`config.mk`:
```
export PLATFORM = sky130hd
export DESIGN_NAME = serial_reg_slave
export DESIGN_NICKNAME = d
export VERILOG_FILES = /design/src/rtl/serial_reg_pkg.sv /design/src/rtl/srs_sync.sv /design/src/rtl/srs_frame.sv /design/src/rtl/srs_regbank.sv /design/src/rtl/srs_irq.sv /design/src/rtl/serial_reg_slave.sv
export SDC_FILE = /design/constraint.sdc
export NUM_CORES = 1
export LEC_CHECK = 0
export BUFFER_PORTS_ARGS = -buffer_cell sky130_fd_sc_hd__buf_2
export CAP_MARGIN = 20
export CORE_AREA = 2 2 120 122
export DETAILED_ROUTE_END_ITERATION = 10
export DIE_AREA = 0 0 122 124
export GPL_TIMING_DRIVEN = 0
export PLACE_DENSITY = 0.69
export SLEW_MARGIN = 20
export SYNTH_ARGS = -nofsm -noshare
export SYNTH_HDL_FRONTEND = slang
export SYNTH_HIERARCHICAL = 1
export SYNTH_SLANG_ARGS = --single-unit
export TNS_END_PERCENT = 5
```
`constraint.sdc`:
```
create_clock -name clk -period 5.37 [get_ports clk]
set_clock_uncertainty 0.2 [all_clocks]
set_input_delay 0.8055 -clock clk [delete_from_list [all_inputs] [get_ports clk]]
set_output_delay 0.8055 -clock clk [all_outputs]
set_load 0.01 [all_outputs]
```
`src/rtl/serial_reg_pkg.sv`:
```
package serial_reg_pkg;
   localparam int CMD_BITS = 1;
   typedef enum logic [1:0] {
      PH_CMD  = 2'd0,
      PH_ADDR = 2'd1,
      PH_DATA = 2'd2
   } frame_phase_e;
endpackage

```
`src/rtl/srs_sync.sv`:
```
module srs_sync #(
   parameter int W = 1,
   parameter int STAGES = 2,
   parameter logic [W-1:0] RST_VAL = '0
) (
   input  logic         clk,
   input  logic         rst_n,
   input  logic [W-1:0] d,
   output logic [W-1:0] q
);
   logic [W-1:0] st [STAGES];
   generate
      for (genvar i = 0; i < STAGES; i++) begin : g_stage
         if (i == 0) begin : g_first
            always_ff @(posedge clk or negedge rst_n)
               if (!rst_n) st[i] <= RST_VAL;
               else        st[i] <= d;
         end else begin : g_next
            always_ff @(posedge clk or negedge rst_n)
               if (!rst_n) st[i] <= RST_VAL;
               else        st[i] <= st[i-1];
         end
      end
   endgenerate
   assign q = st[STAGES-1];
endmodule

```
`src/rtl/srs_frame.sv`:
```
module srs_frame
   import serial_reg_pkg::*;
#(
   parameter int ADDR_W = 7,
   parameter int DATA_W = 8,
   localparam int FRAME_LEN = CMD_BITS + ADDR_W + DATA_W,
   localparam int CNT_W = $clog2(FRAME_LEN + 1)
) (
   input  logic              clk,
   input  logic              rst_n,
   input  logic              act,
   input  logic              rise,
   input  logic              fall,
   input  logic              sdi,
   input  logic [DATA_W-1:0] rd_data_i,
   output logic [ADDR_W-1:0] rd_addr_o,
   output logic              done_o,
   output logic              rw_o,
   output logic [ADDR_W-1:0] addr_o,
   output logic [DATA_W-1:0] wdata_o,
   output logic              sdo_o,
   output logic [CNT_W-1:0]  cnt_o
);
   logic [CNT_W-1:0]  cnt;
   logic              rw_q;
   logic [ADDR_W-1:0] addr_sh;
   logic [DATA_W-1:0] dat_sh;
   logic [DATA_W-1:0] rd_sh;
   logic              sdo_q;
   frame_phase_e      phase;
   logic [ADDR_W-1:0] addr_nxt;
   logic [DATA_W-1:0] dat_nxt;

   assign addr_nxt = {sdi, addr_sh[ADDR_W-1:1]};
   assign dat_nxt  = {sdi, dat_sh[DATA_W-1:1]};

   always_comb begin
      if (cnt == '0)                       phase = PH_CMD;
      else if (cnt <= CNT_W'(ADDR_W))      phase = PH_ADDR;
      else                                 phase = PH_DATA;
   end

   always_ff @(posedge clk or negedge rst_n) begin
      if (!rst_n) begin
         cnt     <= '0;
         rw_q    <= 1'b0;
         addr_sh <= '0;
         dat_sh  <= '0;
         rd_sh   <= '0;
         sdo_q   <= 1'b0;
      end else if (!act) begin
         cnt   <= '0;
         rw_q  <= 1'b0;
         sdo_q <= 1'b0;
      end else begin
         if (rise && (cnt < CNT_W'(FRAME_LEN))) begin
            cnt <= cnt + 1'b1;
            unique case (phase)
               PH_CMD:  rw_q    <= sdi;
               PH_ADDR: addr_sh <= addr_nxt;
               default: dat_sh  <= dat_nxt;
            endcase
            if ((cnt == CNT_W'(ADDR_W)) && rw_q) rd_sh <= rd_data_i;
         end
         if (fall && rw_q && (cnt > CNT_W'(ADDR_W)) && (cnt < CNT_W'(FRAME_LEN))) begin
            sdo_q <= rd_sh[0];
            rd_sh <= rd_sh >> 1;
         end
      end
   end

   assign rd_addr_o = addr_nxt;
   assign done_o    = act && rise && (cnt == CNT_W'(FRAME_LEN - 1));
   assign rw_o      = rw_q;
   assign addr_o    = addr_sh;
   assign wdata_o   = dat_nxt;
   assign sdo_o     = sdo_q;
   assign cnt_o     = cnt;
endmodule

```
`src/rtl/srs_regbank.sv`:
```
module srs_regbank #(
   parameter int ADDR_W = 7,
   parameter int DATA_W = 8,
   parameter int NUM_REGS = 8,
   parameter int NUM_ALARM = 4,
   parameter logic [ADDR_W-1:0] STATUS_ADDR = 7'h40
) (
   input  logic                       clk,
   input  logic                       rst_n,
   input  logic                       wr_en,
   input  logic [ADDR_W-1:0]          wr_addr,
   input  logic [DATA_W-1:0]          wr_data,
   input  logic [ADDR_W-1:0]          rd_addr,
   input  logic [NUM_ALARM-1:0]       status,
   output logic [DATA_W-1:0]          rd_data,
   output logic [NUM_REGS*DATA_W-1:0] regs_o
);
   logic [DATA_W-1:0] regs [NUM_REGS];

   generate
      for (genvar g = 0; g < NUM_REGS; g++) begin : g_reg
         always_ff @(posedge clk or negedge rst_n)
            if (!rst_n)                                  regs[g] <= '0;
            else if (wr_en && (wr_addr == ADDR_W'(g)))   regs[g] <= wr_data;
         assign regs_o[g*DATA_W +: DATA_W] = regs[g];
      end
   endgenerate

   always_comb begin
      rd_data = '0;
      if (rd_addr == STATUS_ADDR) rd_data = DATA_W'(status);
      for (int i = 0; i < NUM_REGS; i++)
         if (rd_addr == ADDR_W'(i)) rd_data = regs[i];
   end
endmodule

```
`src/rtl/srs_irq.sv`:
```
module srs_irq #(
   parameter int NUM_ALARM = 4
) (
   input  logic                 clk,
   input  logic                 rst_n,
   input  logic                 host,
   input  logic [NUM_ALARM-1:0] alarm_s,
   input  logic                 clr,
   output logic                 chg_o,
   output logic                 int_n
);
   logic [NUM_ALARM-1:0] prev;
   logic                 pend;

   assign chg_o = |(alarm_s ^ prev);

   always_ff @(posedge clk or negedge rst_n) begin
      if (!rst_n) begin
         prev <= '0;
         pend <= 1'b0;
      end else begin
         prev <= alarm_s;
         if (!host)      pend <= 1'b0;
         else if (chg_o) pend <= 1'b1;
         else if (clr)   pend <= 1'b0;
      end
   end
   assign int_n = ~pend;
endmodule

```
`src/rtl/serial_reg_slave.sv`:
```
module serial_reg_slave
   import serial_reg_pkg::*;
#(
   parameter int ADDR_W = 7,
   parameter int DATA_W = 8,
   parameter int NUM_REGS = 8,
   parameter int NUM_ALARM = 4,
   parameter int SYNC_STAGES = 2,
   parameter logic [ADDR_W-1:0] STATUS_ADDR = 7'h40,
   localparam int FRAME_LEN = CMD_BITS + ADDR_W + DATA_W,
   localparam int CNT_W = $clog2(FRAME_LEN + 1)
) (
   input  logic                       clk,
   input  logic                       rst_n,
   input  logic                       host_mode,
   input  logic                       cs_n,
   input  logic                       sclk,
   input  logic                       sdi,
   output logic                       sdo,
   output logic                       int_n,
   input  logic [NUM_ALARM-1:0]       alarm_i,
   output logic [NUM_REGS*DATA_W-1:0] regs_o
);
   generate
      if (ADDR_W < 2) begin : g_bad_addr
         $error("ADDR_W must be at least 2");
      end
      if (DATA_W < 2) begin : g_bad_data
         $error("DATA_W must be at least 2");
      end
      if (NUM_REGS > (1 << ADDR_W)) begin : g_bad_regs
         $error("NUM_REGS exceeds address space");
      end
      if (int'(STATUS_ADDR) < NUM_REGS) begin : g_bad_status
         $error("STATUS_ADDR overlaps the register file");
      end
      if (NUM_ALARM > DATA_W) begin : g_bad_alarm
         $error("NUM_ALARM wider than data byte");
      end
      if (SYNC_STAGES < 1) begin : g_bad_sync
         $error("SYNC_STAGES must be at least 1");
      end
   endgenerate

   logic [3:0]           pin_s;
   logic                 host_s, cs_n_s, sclk_s, sdi_s, sclk_d;
   logic [NUM_ALARM-1:0] alarm_s;
   logic                 act, rise, fall;
   logic [DATA_W-1:0]    rd_data;
   logic [ADDR_W-1:0]    rd_addr, fr_addr;
   logic [DATA_W-1:0]    fr_wdata;
   logic                 fr_done, fr_rw;
   logic                 wr_en, stat_clr, alarm_chg;
   logic [CNT_W-1:0]     bit_cnt;

   srs_sync #(.W(4), .STAGES(SYNC_STAGES), .RST_VAL(4'b0100)) u_pin_sync (
      .clk(clk), .rst_n(rst_n), .d({host_mode, cs_n, sclk, sdi}), .q(pin_s));
   assign {host_s, cs_n_s, sclk_s, sdi_s} = pin_s;

   srs_sync #(.W(NUM_ALARM), .STAGES(SYNC_STAGES), .RST_VAL('0)) u_alarm_sync (
      .clk(clk), .rst_n(rst_n), .d(alarm_i), .q(alarm_s));

   always_ff @(posedge clk or negedge rst_n)
      if (!rst_n) sclk_d <= 1'b0;
      else        sclk_d <= sclk_s;

   assign act  = host_s && !cs_n_s;
   assign rise = sclk_s && !sclk_d;
   assign fall = !sclk_s && sclk_d;

   srs_frame #(.ADDR_W(ADDR_W), .DATA_W(DATA_W)) u_frame (
      .clk(clk), .rst_n(rst_n), .act(act), .rise(rise), .fall(fall), .sdi(sdi_s),
      .rd_data_i(rd_data), .rd_addr_o(rd_addr), .done_o(fr_done), .rw_o(fr_rw),
      .addr_o(fr_addr), .wdata_o(fr_wdata), .sdo_o(sdo), .cnt_o(bit_cnt));

   assign wr_en    = fr_done && !fr_rw;
   assign stat_clr = fr_done && fr_rw && (fr_addr == STATUS_ADDR);

   srs_regbank #(.ADDR_W(ADDR_W), .DATA_W(DATA_W), .NUM_REGS(NUM_REGS),
                 .NUM_ALARM(NUM_ALARM), .STATUS_ADDR(STATUS_ADDR)) u_bank (
      .clk(clk), .rst_n(rst_n), .wr_en(wr_en), .wr_addr(fr_addr), .wr_data(fr_wdata),
      .rd_addr(rd_addr), .status(alarm_s), .rd_data(rd_data), .regs_o(regs_o));

   srs_irq #(.NUM_ALARM(NUM_ALARM)) u_irq (
      .clk(clk), .rst_n(rst_n), .host(host_s), .alarm_s(alarm_s), .clr(stat_clr),
      .chg_o(alarm_chg), .int_n(int_n));
endmodule

```
==> impl_metrics.prom, run 1 <==
# TYPE chip_impl_metric gauge
chip_impl_info{name="clock-root-buffer",value="sky130_fd_sc_hd__clkbuf_16"} 1
chip_impl_metric{name="p_total",unit="W"} 0.00211
chip_impl_metric{name="p_per_area",unit="mW/mm2"} 315
chip_impl_metric{name="tritoncts.num_buffers",unit=""} 17
chip_impl_metric{name="finalHoldViolCount",unit=""} 0
chip_impl_metric{name="ys.warnings.count",unit=""} 6
chip_impl_metric{name="synth_cell_types",unit=""} 69
chip_impl_metric{name="rows",unit=""} 43
chip_impl_metric{name="setup-violations-final",unit=""} 0
chip_impl_metric{name="hpwlAfterDp",unit="mm"} 8.98
chip_impl_metric{name="syn-mean-instance-area",unit="um2"} 13.2
chip_impl_info{name="r2r_start",value="u_pin_sync/q[2]$_DFF_PN1_"} 1
chip_impl_info{name="timing.rr.end",value="u_bank/regs_o[46]$_DFFE_PN0P_"} 1
chip_impl_info{name="crit_path_end_kind",value="flop"} 1
chip_impl_metric{name="finish.net_count",unit=""} 520
chip_impl_metric{name="ctsHtreeMaxLevel",unit=""} 4
chip_impl_metric{name="finalSetupTns",unit="ns"} 0
chip_impl_metric{name="synth-edff-count",unit=""} 0
chip_impl_metric{name="antenna_found_initial",unit=""} 0
chip_impl_metric{name="dieHeight",unit="um"} 124
chip_impl_metric{name="synth.net_count",unit=""} 425
chip_impl_metric{name="clk_pin_slew",unit="ns"} 0.05
chip_impl_metric{name="gp_congestion",unit=""} 0.818
chip_impl_metric{name="io_pins",unit=""} 76
chip_impl_metric{name="p_leak",unit="nW"} 3.28
chip_impl_info{name="layout.cells.most_common_list",value="113 x sky130_fd_sc_hd__dfrtp_1, 81 x sky130_fd_sc_hd__buf_2, 70 x sky130_fd_sc_hd__mux2_2, 19 x sky130_fd_sc_hd__buf_4, 17 x sky130_fd_sc_hd__clkbuf_16"} 1
chip_impl_info{name="holdCritPathClass",value="primary input to asynchronous set/reset pin"} 1
chip_impl_metric{name="final-max-slew-violation-count",unit=""} 0
chip_impl_metric{name="global_route.usage.total",unit="%"} 18.4
chip_impl_info{name="unrepaired_setup_endpoints_after_global_routing",value="false"} 1
chip_impl_metric{name="crit_required",unit="ns"} 5.47
chip_impl_metric{name="layout-drive-gt1-share",unit="%"} 49.0
chip_impl_metric{name="fp.coreArea",unit="mm2"} 0.0137
chip_impl_metric{name="globalRouteOverflowTotal",unit=""} 0
chip_impl_metric{name="worst_ir_drop_vdd",unit="mV"} 0.205
chip_impl_info{name="cts_tree",value="built"} 1
chip_impl_metric{name="ctsLongestPathBuffers",unit=""} 2
chip_impl_metric{name="post-cts-setup-buffers",unit=""} 0
chip_impl_metric{name="holdBufCountCts",unit=""} 0
chip_impl_metric{name="timing.critical_path.arrival",unit="ns"} 3.01
chip_impl_metric{name="synth.cell_area",unit="mm2"} 0.00545
chip_impl_info{name="cp-start-kind",value="flop"} 1
chip_impl_metric{name="critical_path_peak_fanout",unit=""} 10
chip_impl_metric{name="tightestPinTransition",unit="ns"} 0.768
chip_impl_metric{name="timing.final.crit_period",unit="ns"} 2.91
chip_impl_metric{name="route.detailed.wl_per_inst",unit="um"} 18.6
chip_impl_metric{name="dpl-instance-area",unit="mm2"} 0.00609
chip_impl_metric{name="share_of_flip_flops_with_an_asynchronous_set_or_reset",unit="%"} 100
chip_impl_metric{name="r2r_cells",unit=""} 8
chip_impl_info{name="ys_dominant_reg_cell",value="sky130_fd_sc_hd__dfrtp_1"} 1
chip_impl_metric{name="drt_first_iter_violations",unit=""} 195
chip_impl_metric{name="timing.max_slew.rel_slack",unit="%"} 48.4
chip_impl_metric{name="cts-resized-gates",unit=""} 0
chip_impl_metric{name="routed_via_density",unit=""} 5.34
chip_impl_metric{name="die_x",unit="um"} 122
chip_impl_metric{name="rrSetupSlack",unit="ns"} 2.46
chip_impl_metric{name="maxCapViolCount",unit=""} 0
chip_impl_metric{name="num_vias",unit=""} 3735
chip_impl_metric{name="portBuffers",unit=""} 75
chip_impl_metric{name="finalWirelength",unit="mm"} 13.0
chip_impl_metric{name="synth_seq_cells",unit=""} 115
chip_impl_metric{name="area_growth_syn_to_layout",unit="%"} 22.9
chip_impl_metric{name="max_freq",unit="MHz"} 344
chip_impl_metric{name="ys_seq_area_share",unit="%"} 52.8
chip_impl_metric{name="clock_insertion_delay_worst_skew",unit="ns"} 0.41
chip_impl_metric{name="clock_sink_count",unit=""} 115
chip_impl_info{name="layout_commonest_cell",value="sky130_fd_sc_hd__dfrtp_1"} 1
chip_impl_metric{name="antenna_left",unit=""} 0
chip_impl_metric{name="antennaDiodeCount",unit=""} 0
chip_impl_metric{name="die_area",unit="mm2"} 0.0151
chip_impl_metric{name="finish.instance_area",unit="mm2"} 0.00670
chip_impl_metric{name="first_pass_grt_wire_length",unit="mm"} 20.7
chip_impl_metric{name="route.detailed.drc",unit=""} 0
chip_impl_metric{name="min_period_over_period",unit="%"} 54.2
chip_impl_info{name="critical_path_class",value="flop to flop"} 1
chip_impl_info{name="run_status",value="finished, final reports clean"} 1
chip_impl_metric{name="drt_pass1_iterations",unit=""} 4
chip_impl_metric{name="vias_in_the_first_global_route",unit=""} 3762
chip_impl_metric{name="maximum_number_of_pins_on_one_net_before_global_route_repair",unit=""} 82
chip_impl_metric{name="synthCells",unit=""} 412
chip_impl_metric{name="initial_utilization",unit="%"} 39.8
cells in the mapped netlist (all sizes together), types with 2 or more instances:
library cell / instances / area, um2
a211oi: 2 / 15.0
a21boi: 2 / 15.0
a21o: 2 / 15.0
a21oi: 5 / 28.8
a22oi: 2 / 15.0
a31oi: 4 / 25.0
and2: 4 / 26.3
and3: 3 / 18.8
and3b: 3 / 26.3
buf: 30 / 223
clkbuf: 4 / 15.0
dfrtp: 113 / 2830
dfstp: 2 / 52.6
ha: 3 / 37.5
inv: 5 / 18.8
mux2: 78 / 905
mux2i: 10 / 100
mux4: 4 / 90.1
nand2: 17 / 71.3
nand2b: 8 / 50.1
nand3: 9 / 55.1
nand4: 4 / 31.3
nand4b: 3 / 32.5
nor2: 12 / 47.6
nor2b: 9 / 63.8
nor3: 7 / 73.8
nor3b: 5 / 52.6
nor4: 3 / 31.3
o21a: 4 / 30.0
o21ai: 15 / 75.1
o221a: 7 / 78.8
o221ai: 2 / 17.5
or2b: 7 / 57.6
or3: 2 / 17.5
or4: 2 / 18.8
xnor2: 7 / 61.3
layout make-up:
cell class,instances,area (um2)
multi-input combinational,258,2320
clock inverter,12,156
fill,1220,7020
timing repair buffer,76,409
clock buffer,20,457
buffer,34,238
inverter,5,18.8
tap,180,225
sequential,115,2880
per-stage QoR:
| step | instances | setup WS, ns | hold WS, ns | utilization, % |
|---|---|---|---|---|
| after floorplan | 412 | 2.95 | 0.131 | - |
| after detailed placement | 668 | 2.48 | 0.136 | 44.4 |
| final | 700 | 2.46 | 0.0901 | 48.8 |
| after CTS | 700 | 2.46 | 0.0757 | 48.8 |
| after global routing | 700 | 2.26 | 0.0950 | 48.8 |
| after global placement | 667 | 1.98 | 0.137 | 44.1 |
metal layers:
metal / share of wire, % / track usage (%) / up-vias
met4: 3.1 / 8.12 / 0
li1: - / - / 1685
met1: 41 / 24.0 / 1881
met2: 48 / 28.6 / 137
met5: 0 / 0 / -
met3: 7.6 / 5.54 / 32
report_power, final:
group          internal [W]  switching [W]
clock network      0.000753       0.000401
registers          0.000878     0.00000474
logic             0.0000277      0.0000435
total               0.00166       0.000449
critical path, cell delays in order (launching register included):
cell and delay [ns]:
sky130_fd_sc_hd__dfstp_2 0.36, sky130_fd_sc_hd__buf_4 0.12, sky130_fd_sc_hd__nor2b_1 0.14, sky130_fd_sc_hd__clkbuf_1 0.37
sky130_fd_sc_hd__and3_1 0.25, sky130_fd_sc_hd__nor2b_1 0.16, sky130_fd_sc_hd__nor3b_2 0.39, sky130_fd_sc_hd__nand4_2 0.40
sky130_fd_sc_hd__mux2_2 0.40
worst max path at each step:
stage                              start                            end  slack, ns  cells past startpoint
6_report       u_pin_sync/q[2]$_DFF_PN1_  u_bank/regs_o[46]$_DFFE_PN0P_       2.46                      8
5_1_grt        u_pin_sync/q[2]$_DFF_PN1_   u_bank/regs_o[8]$_DFFE_PN0P_       2.26                      8
4_1_cts        u_pin_sync/q[2]$_DFF_PN1_  u_bank/regs_o[46]$_DFFE_PN0P_       2.46                      8
3_5_place_dp   u_pin_sync/q[2]$_DFF_PN1_  u_bank/regs_o[46]$_DFFE_PN0P_       2.48                      8
3_3_place_gp                       rst_n   u_alarm_sync/st[4]$_DFF_PN0_       1.98                      1
2_1_floorplan  u_pin_sync/q[2]$_DFF_PN1_  u_bank/regs_o[56]$_DFFE_PN0P_       2.95                      9
flip-flops by register name, indices dropped and copies added, names as in the netlist, 4 cells and up:
name             count
u_frame/addr_o       7
u_pin_sync/st        4
u_bank/regs_o       64
u_pin_sync/q         4
u_alarm_sync/q       4
u_irq/prev           4
u_alarm_sync/st      4
u_frame/dat_sh       7
u_frame/rd_sh        8
u_frame/cnt_o        5
logic make-up (layout without fill, tap and decap cells):
logic type      Yosys count  count (layout)  share of synthesized area [%]
mux                      92              92                           20.1
fa+ha+maj                 3               3                          0.688
compound gates           54              54                           7.50
simple gates            102             102                           13.1
buf+inv                  39             147                           4.70
xor+xnor                  7               7                           1.12
flops                   115             115                           52.8
Power figures use the tool's default switching activity.
==> run 2: changes to the inputs <==
- clock period: 5.37 -> 3 ns (I/O delays scaled with it)
==> run 2 against run 1 <==
Net effect:
- sequential power up 79%
- count of clock-buffer cells in the layout did not move
- register-to-register slack worse by 2.2 ns
- critical endpoint is now u_bank/regs_o[8]$_DFFE_PN0P_
- largest cell class unchanged
- largest power group unchanged
==> impl_metrics.prom, run 2 (synthesis results as in run 1) <==
# TYPE chip_impl_metric gauge
chip_impl_info{name="timing.critical_path.slowest_stage_cell",value="sky130_fd_sc_hd__dfrtp_1"} 1
chip_impl_metric{name="finalWirelength",unit="mm"} 13.1
chip_impl_metric{name="worst_ir_drop_vdd",unit="mV"} 0.367
chip_impl_metric{name="ctsLongestPathBuffers",unit=""} 2
chip_impl_metric{name="critical_path_peak_fanout",unit=""} 8
chip_impl_metric{name="die_area",unit="mm2"} 0.0151
chip_impl_metric{name="multiInputGateArea",unit="mm2"} 0.00232
chip_impl_metric{name="setup_ws_final",unit="ns"} 0.218
chip_impl_metric{name="first_pass_grt_wire_length",unit="mm"} 20.8
chip_impl_info{name="cp-start-kind",value="flop"} 1
chip_impl_metric{name="met1_length",unit="mm"} 5.62
chip_impl_metric{name="hold_ws",unit="ns"} 0.146
chip_impl_metric{name="layout-drive-gt1-share",unit="%"} 48.4
chip_impl_metric{name="hpwlAfterDp",unit="mm"} 8.98
chip_impl_metric{name="detailroute.wirelength.met2",unit="mm"} 6.28
chip_impl_metric{name="initial_utilization",unit="%"} 39.8
chip_impl_metric{name="fp.coreArea",unit="mm2"} 0.0137
chip_impl_metric{name="crit_required",unit="ns"} 3.09
chip_impl_metric{name="routed_via_density",unit=""} 5.31
chip_impl_metric{name="antenna_left",unit=""} 0
chip_impl_metric{name="maxCapViolCount",unit=""} 0
chip_impl_info{name="layout_commonest_cell",value="sky130_fd_sc_hd__dfrtp_1"} 1
chip_impl_metric{name="min_period_over_period",unit="%"} 92.7
chip_impl_metric{name="dieHeight",unit="um"} 124
chip_impl_info{name="layout.cells.most_common_list",value="113 x sky130_fd_sc_hd__dfrtp_1, 81 x sky130_fd_sc_hd__buf_2, 70 x sky130_fd_sc_hd__mux2_2, 19 x sky130_fd_sc_hd__buf_4, 17 x sky130_fd_sc_hd__clkbuf_16"} 1
chip_impl_metric{name="timing.critical_path.arrival",unit="ns"} 2.88
chip_impl_metric{name="dp_slack",unit="ns"} 0.108
chip_impl_info{name="holdCritPathClass",value="flop to flop"} 1
chip_impl_metric{name="route.detailed.wl_per_inst",unit="um"} 18.4
chip_impl_metric{name="vias_in_the_first_global_route",unit=""} 3775
chip_impl_metric{name="timing.max_slew.rel_slack",unit="%"} 50.3
chip_impl_info{name="clock-root-buffer",value="sky130_fd_sc_hd__clkbuf_16"} 1
chip_impl_info{name="cts_tree",value="built"} 1
chip_impl_metric{name="setup-violations-final",unit=""} 0
chip_impl_metric{name="timing.final.crit_period",unit="ns"} 2.78
chip_impl_metric{name="globalRouteOverflowTotal",unit=""} 0
chip_impl_metric{name="global_route.usage.total",unit="%"} 18.5
chip_impl_info{name="run_status",value="finished, final reports clean"} 1
chip_impl_metric{name="portBuffers",unit=""} 75
chip_impl_metric{name="critical-path-max-stage-delay",unit="ns"} 0.40
chip_impl_metric{name="largest_register_ffs",unit=""} 64
chip_impl_metric{name="io_pins",unit=""} 76
chip_impl_metric{name="maximum_number_of_pins_on_one_net_before_global_route_repair",unit=""} 82
chip_impl_metric{name="ctsHtreeMaxLevel",unit=""} 4
chip_impl_metric{name="area_growth_syn_to_layout",unit="%"} 24.5
chip_impl_info{name="cp_cell_sequence",value="ha_1, and3_1, ha_1, and3_1, nor2b_1, nor3b_2, nand3_2, mux2_2"} 1
chip_impl_metric{name="p_leak",unit="nW"} 3.32
chip_impl_metric{name="num_vias",unit=""} 3763
chip_impl_info{name="critical_path_class",value="flop to flop"} 1
chip_impl_metric{name="antenna_found_initial",unit=""} 0
chip_impl_metric{name="drt_first_iter_violations",unit=""} 192
chip_impl_metric{name="seqCellArea",unit="mm2"} 0.00288
chip_impl_metric{name="finish.net_count",unit=""} 529
chip_impl_metric{name="clock_insertion_delay_worst_skew",unit="ns"} 0.41
chip_impl_metric{name="antennaDiodeCount",unit=""} 0
chip_impl_metric{name="die_x",unit="um"} 122
chip_impl_metric{name="rows",unit=""} 43
chip_impl_metric{name="drt_pass1_iterations",unit=""} 5
chip_impl_metric{name="p_per_area",unit="mW/mm2"} 557
chip_impl_metric{name="tightestPinTransition",unit="ns"} 0.740
chip_impl_info{name="unrepaired_setup_endpoints_after_global_routing",value="false"} 1
chip_impl_metric{name="clock_sink_count",unit=""} 115
chip_impl_metric{name="tritoncts.num_buffers",unit=""} 17
chip_impl_metric{name="finalHoldViolCount",unit=""} 0
chip_impl_metric{name="clk_pin_slew",unit="ns"} 0.05
chip_impl_metric{name="final-max-slew-violation-count",unit=""} 0
chip_impl_metric{name="filler_cell_count",unit=""} 1216
chip_impl_metric{name="max_freq",unit="MHz"} 359
chip_impl_info{name="uppermost_signal_routing_layer_after_detailed_routing",value="met4"} 1
chip_impl_metric{name="gp_congestion",unit=""} 0.818
chip_impl_metric{name="route.detailed.drc",unit=""} 0
chip_impl_metric{name="wl_met3",unit="um"} 772
chip_impl_info{name="crit_path_end_kind",value="flop"} 1
## run 2: final timing paths
check / start / endpoint / slack, ns / cells past startpoint
worst max-delay path: u_frame/cnt_o[0]$_DFFE_PN0P_ / u_bank/regs_o[8]$_DFFE_PN0P_ / 0.22 / 8
worst min-delay path: u_alarm_sync/st[6]$_DFF_PN0_ / u_alarm_sync/q[2]$_DFF_PN0_ / 0.15 / 0
worst max register to register: u_frame/cnt_o[0]$_DFFE_PN0P_ / u_bank/regs_o[8]$_DFFE_PN0P_ / 0.22 / 8
worst min register to register: u_alarm_sync/st[6]$_DFF_PN0_ / u_alarm_sync/q[2]$_DFF_PN0_ / 0.15 / 0
max in group asynchronous: rst_n / u_pin_sync/st[6]$_DFF_PN1_ / 1.57 / 3
min in group asynchronous: rst_n / u_bank/regs_o[57]$_DFFE_PN0P_ / 0.30 / 2
## run 2: metrics by stage
| stage | instances | area [um2] | utilization, % | total power (W) | setup TNS [ns] |
|---|---|---|---|---|---|
| 4_1_cts | 709 | 6790 | 49.5 | 0.00382 | 0 |
| 3_3_place_gp | 667 | 6050 | 44.1 | 0.00173 | -3.57 |
| 5_1_grt | 709 | 6790 | 49.5 | 0.00391 | 0 |
| 3_5_place_dp | 668 | 6090 | 44.4 | 0.00174 | 0 |
| 6_report | 709 | 6790 | 49.5 | 0.00378 | 0 |
| 2_1_floorplan | 412 | 5450 | - | 0.00168 | 0 |
## run 2: layout make-up
class,instances,share of cell area (%)
flip-flops and latches,115,42.4
multi-input cells,258,34.1
repair buffers,85,7.35
clock buffers,20,6.72
plain buffers,34,3.52
well taps,180,3.32
clock inverters,12,2.30
inverters,5,0.276
## run 2: layer usage
| layer | GRT usage, % | up-vias |
|---|---|---|
| met3 | 5.54 | 33 |
| li1 | - | 1709 |
| met5 | 0 | - |
| met1 | 24.1 | 1910 |
| met4 | 8.12 | 0 |
| met2 | 28.7 | 111 |
## run 2: repair_timing
item,4_1_cts,5_1_grt
endpoints found under the hold margin,42,0
gates resized for setup,0,2
setup endpoints to repair,0,32
setup buffers,0,0
hold buffers,9,0
## run 2: where the power goes
group          internal, W  total (W)  switching [W]
clock              0.00135    0.00206       0.000717
combinational    0.0000572   0.000136      0.0000789
sequential         0.00157    0.00158     0.00000850
total              0.00298    0.00378       0.000804
## run 2: critical path: cells and delay by family, from the launching register on
family                     cells  cell delay (ns)
DFF                            1             0.40
muxes                          1             0.40
and+or+nand+nor                5             1.30
adders and majority gates      2             0.37
==> run 3: changes to the inputs <==
--- a/config.mk
+++ b/config.mk
@@ -9,4 +9,5 @@
 export CAP_MARGIN = 20
 export CORE_AREA = 2 2 120 122
+export CTS_CLUSTER_SIZE = 16
 export DETAILED_ROUTE_END_ITERATION = 10
 export DIE_AREA = 0 0 122 124
==> constraint.sdc (replaced) <==
create_clock -name clk -period 3 [get_ports clk]
set_clock_uncertainty 0.2 [all_clocks]
set_input_delay 0.6 -clock clk [delete_from_list [all_inputs] [get_ports clk]]
set_output_delay 0.6 -clock clk [all_outputs]
set_load 0.01 [all_outputs]
==> run 3 against run 2 <==
Net effect:
- global-route usage about the same
- sequential share of layout area up 0.51 points
- cell count down 1.1%
- critical path depth unchanged
- maximum frequency about the same
- setup slack about the same
- count of clock-buffer cells in the layout unchanged
- via count down 0.85%
- first-iteration DRC count up 10%
- combinational power down 6%
- clock power about the same
- utilization down 0.58 points
- critical path type unchanged
- critical endpoint unchanged
- largest cell class unchanged
- highest routed layer unchanged
==> impl_metrics.prom, run 3 (synthesis results as in run 1) <==
# TYPE chip_impl_metric gauge
chip_impl_info{name="launch_point_of_the_worst_hold_path",value="cs_n"} 1
chip_impl_metric{name="max_freq",unit="MHz"} 359
chip_impl_metric{name="io_pins",unit=""} 76
chip_impl_metric{name="hpwlAfterDp",unit="mm"} 8.98
chip_impl_metric{name="tritoncts.num_buffers",unit=""} 17
chip_impl_metric{name="num_vias",unit=""} 3731
chip_impl_metric{name="die_x",unit="um"} 122
chip_impl_metric{name="gp_congestion",unit=""} 0.818
chip_impl_info{name="r2r_start",value="u_frame/cnt_o[0]$_DFFE_PN0P_"} 1
chip_impl_metric{name="hold_depth",unit=""} 1
chip_impl_metric{name="drt_pass1_iterations",unit=""} 4
chip_impl_metric{name="dieHeight",unit="um"} 124
chip_impl_metric{name="globalRouteOverflowTotal",unit=""} 0
chip_impl_metric{name="setup-violations-final",unit=""} 0
chip_impl_info{name="crit_path_end_kind",value="flop"} 1
chip_impl_metric{name="initial_utilization",unit="%"} 39.8
chip_impl_metric{name="die_area",unit="mm2"} 0.0151
chip_impl_metric{name="route.detailed.wl_per_inst",unit="um"} 18.5
chip_impl_metric{name="timing.critical_path.arrival",unit="ns"} 2.88
chip_impl_metric{name="clk_pin_slew",unit="ns"} 0.05
chip_impl_info{name="timing.rr.end",value="u_bank/regs_o[8]$_DFFE_PN0P_"} 1
chip_impl_metric{name="power.share.clock",unit="%"} 54.7
chip_impl_metric{name="p_per_area",unit="mW/mm2"} 562
chip_impl_metric{name="grt_util_met2",unit="%"} 28.6
chip_impl_metric{name="crit_required",unit="ns"} 3.09
chip_impl_info{name="layout.cells.most_common_list",value="113 x sky130_fd_sc_hd__dfrtp_1, 81 x sky130_fd_sc_hd__buf_2, 70 x sky130_fd_sc_hd__mux2_2, 19 x sky130_fd_sc_hd__buf_4, 17 x sky130_fd_sc_hd__clkbuf_16"} 1
chip_impl_metric{name="final-max-slew-violation-count",unit=""} 0
chip_impl_metric{name="vias_in_the_first_global_route",unit=""} 3763
chip_impl_metric{name="filler_cell_count",unit=""} 1220
chip_impl_metric{name="power.share.combinational",unit="%"} 3.4
chip_impl_metric{name="rrSetupSlack",unit="ns"} 0.22
chip_impl_metric{name="power_switching",unit="W"} 0.000805
chip_impl_metric{name="ctsHtreeMaxLevel",unit=""} 4
chip_impl_metric{name="global_route.usage.total",unit="%"} 18.4
chip_impl_metric{name="worst_ir_drop_vdd",unit="mV"} 0.367
chip_impl_metric{name="drt_first_iter_violations",unit=""} 212
chip_impl_metric{name="antenna_left",unit=""} 0
chip_impl_metric{name="power_switching_share",unit="%"} 21.3
chip_impl_metric{name="antennaDiodeCount",unit=""} 0
chip_impl_metric{name="min_period_over_period",unit="%"} 92.7
chip_impl_metric{name="finish.net_count",unit=""} 521
chip_impl_metric{name="portBuffers",unit=""} 75
chip_impl_info{name="cts_tree",value="built"} 1
chip_impl_info{name="unrepaired_setup_endpoints_after_global_routing",value="false"} 1
chip_impl_metric{name="largest_register_ffs",unit=""} 64
chip_impl_metric{name="internal-power",unit="W"} 0.00297
chip_impl_metric{name="area_growth_syn_to_layout",unit="%"} 23.1
chip_impl_metric{name="rows",unit=""} 43
chip_impl_metric{name="use_met1",unit="%"} 24.0
chip_impl_info{name="startpoint",value="u_frame/cnt_o[0]$_DFFE_PN0P_"} 1
chip_impl_info{name="clock-root-buffer",value="sky130_fd_sc_hd__clkbuf_16"} 1
chip_impl_metric{name="timing.max_slew.rel_slack",unit="%"} 50.9
chip_impl_metric{name="clock_sink_count",unit=""} 115
chip_impl_metric{name="tightestPinTransition",unit="ns"} 0.731
chip_impl_metric{name="routed_via_density",unit=""} 5.32
chip_impl_info{name="run_status",value="finished, final reports clean"} 1
chip_impl_metric{name="ctsLongestPathBuffers",unit=""} 2
chip_impl_metric{name="hold_ws",unit="ns"} 0.0844
chip_impl_metric{name="maximum_number_of_pins_on_one_net_before_global_route_repair",unit=""} 82
chip_impl_info{name="cp-start-kind",value="flop"} 1
chip_impl_metric{name="critical_path_peak_fanout",unit=""} 8
chip_impl_metric{name="p_leak",unit="nW"} 3.29
chip_impl_metric{name="clock_insertion_delay_worst_skew",unit="ns"} 0.42
chip_impl_metric{name="grt_use_met3",unit="%"} 5.54
chip_impl_info{name="critical_path_class",value="flop to flop"} 1
chip_impl_info{name="worstHoldEndpoint",value="u_pin_sync/st[6]$_DFF_PN1_"} 1
chip_impl_metric{name="fp.coreArea",unit="mm2"} 0.0137
chip_impl_metric{name="first_pass_grt_wire_length",unit="mm"} 20.7
chip_impl_info{name="layout_commonest_cell",value="sky130_fd_sc_hd__dfrtp_1"} 1
chip_impl_metric{name="route.detailed.drc",unit=""} 0
chip_impl_metric{name="finalWirelength",unit="mm"} 13.0
chip_impl_info{name="globalRoute.busiestLayer",value="met2"} 1
chip_impl_metric{name="layout-drive-gt1-share",unit="%"} 49.1
chip_impl_metric{name="finalHoldViolCount",unit=""} 0
chip_impl_metric{name="timing.final.crit_period",unit="ns"} 2.78
chip_impl_metric{name="share_seq_of_total_power",unit="%"} 41.9
chip_impl_metric{name="finalSetupTns",unit="ns"} 0
chip_impl_metric{name="antenna_found_initial",unit=""} 0
chip_impl_metric{name="maxCapViolCount",unit=""} 0
chip_impl_metric{name="r2r_cells",unit=""} 8
chip_impl_info{name="holdCritPathClass",value="primary input to flop"} 1
run 3: how the worst max path moves through the flow:
stage / endpoint
6_report: u_bank/regs_o[8]$_DFFE_PN0P_
5_1_grt: u_bank/regs_o[8]$_DFFE_PN0P_
4_1_cts: u_bank/regs_o[46]$_DFFE_PN0P_
3_5_place_dp: u_bank/regs_o[46]$_DFFE_PN0P_
3_3_place_gp: u_alarm_sync/st[4]$_DFF_PN0_
2_1_floorplan: u_bank/regs_o[56]$_DFFE_PN0P_
run 3: final cells by class:
cell class,count,area [um2],share of cell area (%)
sequential,115,2880,42.9
multi-input combinational,258,2320,34.5
clock buffer,20,457,6.80
timing repair buffer,77,419,6.24
buffer,34,239,3.56
tap,180,225,3.36
clock inverter,12,156,2.33
inverter,5,18.8,0.280
run 3: what timing repair did:
item | 4_1_cts | 5_1_grt
resized for setup | 0 | 2
endpoints found under the setup margin | 0 | 32
hold buffers | 1 | 0
buffers inserted | 0 | 0
hold endpoints to repair | 34 | 0
run 3: metal layers:
metal	vias up	part of all wire [%]	wire length, um
met2	118	49	6290
met1	1889	42	5470
met3	29	6.6	862
li1	1695	-	-
met5	-	0	0
met4	0	2.7	348
run 3: power groups by stage:
stage	clock network, W	logic, W	registers, W
6_report	0.00207	0.000128	0.00158
5_1_grt	0.00217	0.000146	0.00158
4_1_cts	0.00211	0.000131	0.00158
3_5_place_dp	0	0.000129	0.00161
3_3_place_gp	0	0.000120	0.00161
2_1_floorplan	0	0.0000704	0.00160
run 3: stage by stage:
stage / util (%) / worst slack (ns) / cell area, um2 / instances / total power (W)
finish: 48.9 / 0.218 / 6710 / 701 / 0.00377
CTS: 48.9 / 0.0885 / 6710 / 701 / 0.00382
global route: 48.9 / 0.0397 / 6710 / 701 / 0.00390
floorplan: - / 0.578 / 5450 / 412 / 0.00168
detailed placement: 44.4 / 0.108 / 6090 / 668 / 0.00174
global placement: 44.1 / -0.188 / 6050 / 667 / 0.00173
run 3: worst max-delay path, stage by stage (launching register included):
cell	delay, ns
sky130_fd_sc_hd__dfrtp_1	0.40
sky130_fd_sc_hd__ha_1	0.23
sky130_fd_sc_hd__and3_1	0.18
sky130_fd_sc_hd__ha_1	0.14
sky130_fd_sc_hd__and3_1	0.17
sky130_fd_sc_hd__nor2b_1	0.16
sky130_fd_sc_hd__nor3b_2	0.39
sky130_fd_sc_hd__nand3_2	0.40
sky130_fd_sc_hd__mux2_2	0.40
